File: src/rtl/fpr_pkg.sv
package fpr_pkg;
  typedef enum logic [1:0] {
    RM_NEAREST = 2'd0,
    RM_ZERO    = 2'd1,
    RM_UP      = 2'd2,
    RM_DOWN    = 2'd3
  } rmode_e;
endpackage

File: src/rtl/fpr_incr_decide.sv
module fpr_incr_decide
  import fpr_pkg::*;
(
  input  logic   sign,
  input  logic   guard,
  input  logic   rbit,
  input  logic   sticky,
  input  logic   lsb,
  input  rmode_e mode,
  output logic   inc,
  output logic   inexact
);
  logic lost;
  assign lost    = guard | rbit | sticky;
  assign inexact = lost;

  always_comb begin
    inc = 1'b0;
    if (lost) begin
      case (mode)
        RM_ZERO: inc = 1'b0;
        RM_UP:   inc = ~sign;
        RM_DOWN: inc = sign;
        default: inc = guard & (rbit | sticky | lsb);
      endcase
    end
  end

  // toward zero never produces an increment
  always_comb begin
    if (mode == RM_ZERO) a_rz_no_inc_r6: assert (inc == 1'b0);
  end
endmodule

File: src/rtl/fpr_mant_incr.sv
module fpr_mant_incr #(
  parameter int KEEP_W = 8
) (
  input  logic [KEEP_W-1:0] base,
  input  logic              inc,
  output logic [KEEP_W:0]   sum
);
  logic [KEEP_W:0] carry;
  assign carry[0] = inc;

  for (genvar i = 0; i < KEEP_W; i++) begin : g_chain
    assign sum[i]     = base[i] ^ carry[i];
    assign carry[i+1] = base[i] & carry[i];
  end
  assign sum[KEEP_W] = carry[KEEP_W];
endmodule

File: src/rtl/fpr_ovf_select.sv
module fpr_ovf_select
  import fpr_pkg::*;
(
  input  logic   sign,
  input  rmode_e mode,
  output logic   to_inf
);
  always_comb begin
    case (mode)
      RM_ZERO: to_inf = 1'b0;
      RM_UP:   to_inf = ~sign;
      RM_DOWN: to_inf = sign;
      default: to_inf = 1'b1;
    endcase
  end
endmodule

File: src/rtl/fpr_round_unit.sv
module fpr_round_unit
  import fpr_pkg::*;
#(
  parameter int MANT_W = 27
) (
  input  logic              clk,
  input  logic              rst,
  input  logic              sign_i,
  input  logic [MANT_W-1:0] mant_i,
  input  logic              sticky_i,
  input  logic [1:0]        mode_i,
  output logic [MANT_W-2:0] rnd_mant_o,
  output logic              rnd_inc_o,
  output logic              rnd_inexact_o,
  output logic              ovf_inf_o
);
  localparam int KEEP_W = MANT_W - 2;
  localparam int RES_W  = KEEP_W + 1;

  rmode_e            mode;
  logic [KEEP_W-1:0] base;
  logic              inc_c, inexact_c, to_inf_c;
  logic [RES_W-1:0]  sum_c;

  assign mode = rmode_e'(mode_i);
  assign base = mant_i[MANT_W-1:2];

  fpr_incr_decide u_decide (
    .sign    (sign_i),
    .guard   (mant_i[1]),
    .rbit    (mant_i[0]),
    .sticky  (sticky_i),
    .lsb     (mant_i[2]),
    .mode    (mode),
    .inc     (inc_c),
    .inexact (inexact_c)
  );

  fpr_mant_incr #(.KEEP_W(KEEP_W)) u_incr (
    .base (base),
    .inc  (inc_c),
    .sum  (sum_c)
  );

  fpr_ovf_select u_ovf (
    .sign   (sign_i),
    .mode   (mode),
    .to_inf (to_inf_c)
  );

  always_ff @(posedge clk) begin
    if (rst) begin
      rnd_mant_o    <= '0;
      rnd_inc_o     <= 1'b0;
      rnd_inexact_o <= 1'b0;
      ovf_inf_o     <= 1'b0;
    end else begin
      rnd_mant_o    <= sum_c;
      rnd_inc_o     <= inc_c;
      rnd_inexact_o <= inexact_c;
      ovf_inf_o     <= to_inf_c;
    end
  end

  p_mant_sum_r2: assert property (@(posedge clk) disable iff (rst)
    1'b1 |=> rnd_mant_o == ({1'b0, $past(base)} + {{KEEP_W{1'b0}}, rnd_inc_o}));

  p_exact_quiet_r3: assert property (@(posedge clk) disable iff (rst)
    (mant_i[1:0] == 2'b00 && !sticky_i) |=> (!rnd_inc_o && !rnd_inexact_o));

  p_inc_needs_inexact_r4: assert property (@(posedge clk) disable iff (rst)
    rnd_inc_o |-> rnd_inexact_o);

  p_rz_no_inc_r6: assert property (@(posedge clk) disable iff (rst)
    (mode_i == 2'd1) |=> !rnd_inc_o);

  p_rn_inf_r9: assert property (@(posedge clk) disable iff (rst)
    (mode_i == 2'd0) |=> ovf_inf_o);

  p_rz_finite_r9: assert property (@(posedge clk) disable iff (rst)
    (mode_i == 2'd1) |=> !ovf_inf_o);
endmodule

File: config.mk
export PLATFORM = sky130hd
export DESIGN_NAME = fpr_round_unit
export DESIGN_NICKNAME = d
export VERILOG_FILES = /design/src/rtl/fpr_pkg.sv /design/src/rtl/fpr_incr_decide.sv /design/src/rtl/fpr_mant_incr.sv /design/src/rtl/fpr_ovf_select.sv /design/src/rtl/fpr_round_unit.sv
export SDC_FILE = /design/constraint.sdc
export NUM_CORES = 1
export LEC_CHECK = 0
export CORE_MARGIN = 2
export CORE_UTILIZATION = 35
export DETAILED_ROUTE_END_ITERATION = 10
export HOLD_SLACK_MARGIN = 0.03
export PLACE_DENSITY = 0.77
export SYNTH_ARGS = -nofsm -noshare
export SYNTH_HDL_FRONTEND = slang
export SYNTH_SLANG_ARGS = --single-unit
File: constraint.sdc
create_clock -name clk -period 9.58 [get_ports clk]
set_input_delay 1.916 -clock clk [delete_from_list [all_inputs] [get_ports clk]]
set_output_delay 1.916 -clock clk [all_outputs]
set_load 0.02 [all_outputs]
==> results by group <==
Timing
  • Hold Slack: 2.25 ns
  • Tcrit/Tclk final: 0.807
  • Fmax: 129 MHz
  • Final TNS setup: 0 ns
  • Unrepaired setup endpoints after global routing: false
  • Fin crit period: between 7 and 8 ns
  • Relative slew slack: 0.399
  • Worst Tran Pin Value: 0.898 ns
  • Final Hold Vio Count: 0
  • Slew Limit Fails: 0
  • Final Setup Violations: 0

Global routing
  • Largest net degree at the start of global routing: 30
  • GR Layer Usage met1: 0.121
  • Met2 GRT Util: 0.259
  • Overall Global Routing Usage: 0.138
  • Gr ovfl total: 0
  • Number of global-route vias before repair: 909
  • GRT met3 Usage: 0.0357
  • GRT busiest layer: met2
  • Initial antenna violation count: 0
  • Global-route wire length before repair: 3.59 mm

Critical path
  • CP Capture Type: flop
  • CP bufs+invs: 1
  • Slowest CP cell: or4_4
  • Crit-path max cell delay: 0.54 ns
  • Worst path required time: about 10 ns
  • CP startpoint: sticky_i
  • Worst setup SP type: input port
  • Most frequent CP cell: ha_1
  • Crit path DAT: ~8.0 ns
  • Top delay family on crit path: adder cells
  • CP max FO: 3
  • CP Class: input port to flop

Route
  • Routed WL per cell: 11.5 um
  • Total DRC errors in the routed layout: 0
  • Post-DRT Antenna Nets: 0
  • First DRT Iteration DRCs: 1
  • Final wirelength: 2.34 mm
  • First-pass iteration count of the detailed router: 2
  • Via count: 868
  • DR vias/cell: 4.28

Synth
  • Register bit total from synthesis: 29
  • Ys async rst share: 0
  • Most used standard cell by instance count after synthesis: dfxtp_1
  • Syn nets: 151
  • Synth Flop Type: dfxtp_1
  • Yosys warns: 0
  • Seq/Total Area, Yosys: 0.499
  • Unique masters post-synth: 13
  • Top cells by count, synth: 29 x dfxtp_1, 25 x ha_1, 15 x nor2b_1
  • Synth Area per Inst: between 10 and 15 um2
  • Mapped Cells: 93
  • Post-synth EDFFs: 0
  • Area contributors post-synth: dfxtp_1 50%, ha_1 27%, and2b_2 8.3%
  • Area leader, netlist: dfxtp_1
  • Yosys top cell area share: 0.499
  • Syn Std Cell Area: 1160 um2

Floorplan
  • Die X: approximately 62 um
  • CORE AREA: 3100 um2
  • Die Y: 61.7 um
  • Die area: approximately 3800 um2
  • Std cell rows: 20
  • Io pins: 62
  • Starting Density: 0.375

Place
  • PortBufs: 61
  • Placed wire-length estimate: 1.87 mm
  • GPL Wtd Cong: 0.685
  • Placed Cells: 195

Pwr
  • IR drop worst, VDD: roughly 0.083 mV
  • Design Power: between 0.2 and 0.25 mW
  • Leakage: 0.837 nW
  • Pwr per Cell Area: around 130 nW/um2

Job
  • Number of max-cap violations: 0

Clock tree
  • CTS tree: built
  • CTS H-tree depth: 2
  • Worst-path clk slew: 0.09 ns
  • # hold bufs at CTS: 0
  • Post-CTS sizing: 0
  • Maximum buffer depth of the clock tree: 2
  • Setup bufs post-CTS: 0
  • CTS buffer count: 5
  • Root buf cell: clkbuf_4
  • CTS Sinks: 29

Layout
  • Area Growth Syn to Fin: 60.5%
  • Fraction of layout cells with a size suffix above 1: 0.132
  • ANT cells: 0
  • Final Core Density: 0.602
  • Nets@finish: 216
  • Cell Count, Final, Fillers Out: 203

Min path
  • Worst hold path type: input port to flop
  • Critical hold path startpoint: mant_i[1]

Outcome
  • Status: finished, final reports clean
-- stage by stage --
stage               instance area, um2  setup WS, ns
global placement                  1820          1.52
CTS                               1870          1.81
finish                            1870          1.85
floorplan                         1160          2.27
detailed placement                1820          1.46
global route                      1870          1.59
-- logic make-up (layout without fill, tap and decap cells) --
logic type,count (synthesis),in the layout,share of synthesized area
AO/OA/AOI/OAI,2,2,0.0194
XOR/XNOR,1,1,0.00753
adder cells (fa/ha/maj),25,25,0.269
buffers and inverters,3,69,0.0108
flip-flops,29,29,0.499
AND/OR/NAND/NOR,33,33,0.195
-- layout make-up --
cell class | count | area (um2)
clock buffer | 6 | 41.3
sequential | 29 | 581
clock inverter | 2 | 10.0
timing repair buffer | 61 | 611
multi-input combinational | 61 | 571
tap | 44 | 55.1
fill | 289 | 1230
-- path summary, 6_finish.rpt --
kind,end,slack [ns],cells after the start
worst max-delay path,rnd_mant_o[24]$_SDFF_PP0_,1.85,30
worst min-delay path,rnd_inc_o$_SDFF_PP0_,2.25,3
-- routing by layer --
| layer | vias up | part of all wire | wire [um] |
|---|---|---|---|
| li1 | 441 | - | - |
| met1 | 378 | 0.40 | 930 |
| met2 | 43 | 0.49 | 1140 |
| met3 | 6 | 0.093 | 216 |
| met4 | 0 | 0.021 | 49 |
| met5 | - | 0 | 0 |
-- flip-flops by register name, summed over array words and instances (netlist names) --
register and count:
rnd_inexact_o 1, rnd_inc_o 1, rnd_mant_o 26, ovf_inf_o 1
-- power breakdown --
part	internal, mW	switching [mW]
sequential	0.128	0.00181
clock	0.0279	0.0413
combinational	0.0299	0.0200
total	0.186	0.0630
-- layout by cell type (no fill, tap or decap) --
master | netlist | routed
and2b_2 | 11 | 11
clkbuf_1 | 2 | 1
clkbuf_4 | 0 | 5
clkdlybuf4s50_1 | 0 | 61
clkinv_2 | 0 | 2
dfxtp_1 | 29 | 29
ha_1 | 25 | 25
nand2_1 | 1 | 1
nor2_1 | 3 | 3
nor2b_1 | 15 | 15
nor3_1 | 2 | 2
o22a_2 | 1 | 1
o22ai_2 | 1 | 1
or4_4 | 1 | 1
xnor2_1 | 1 | 1
Power figures use the tool's default switching activity.
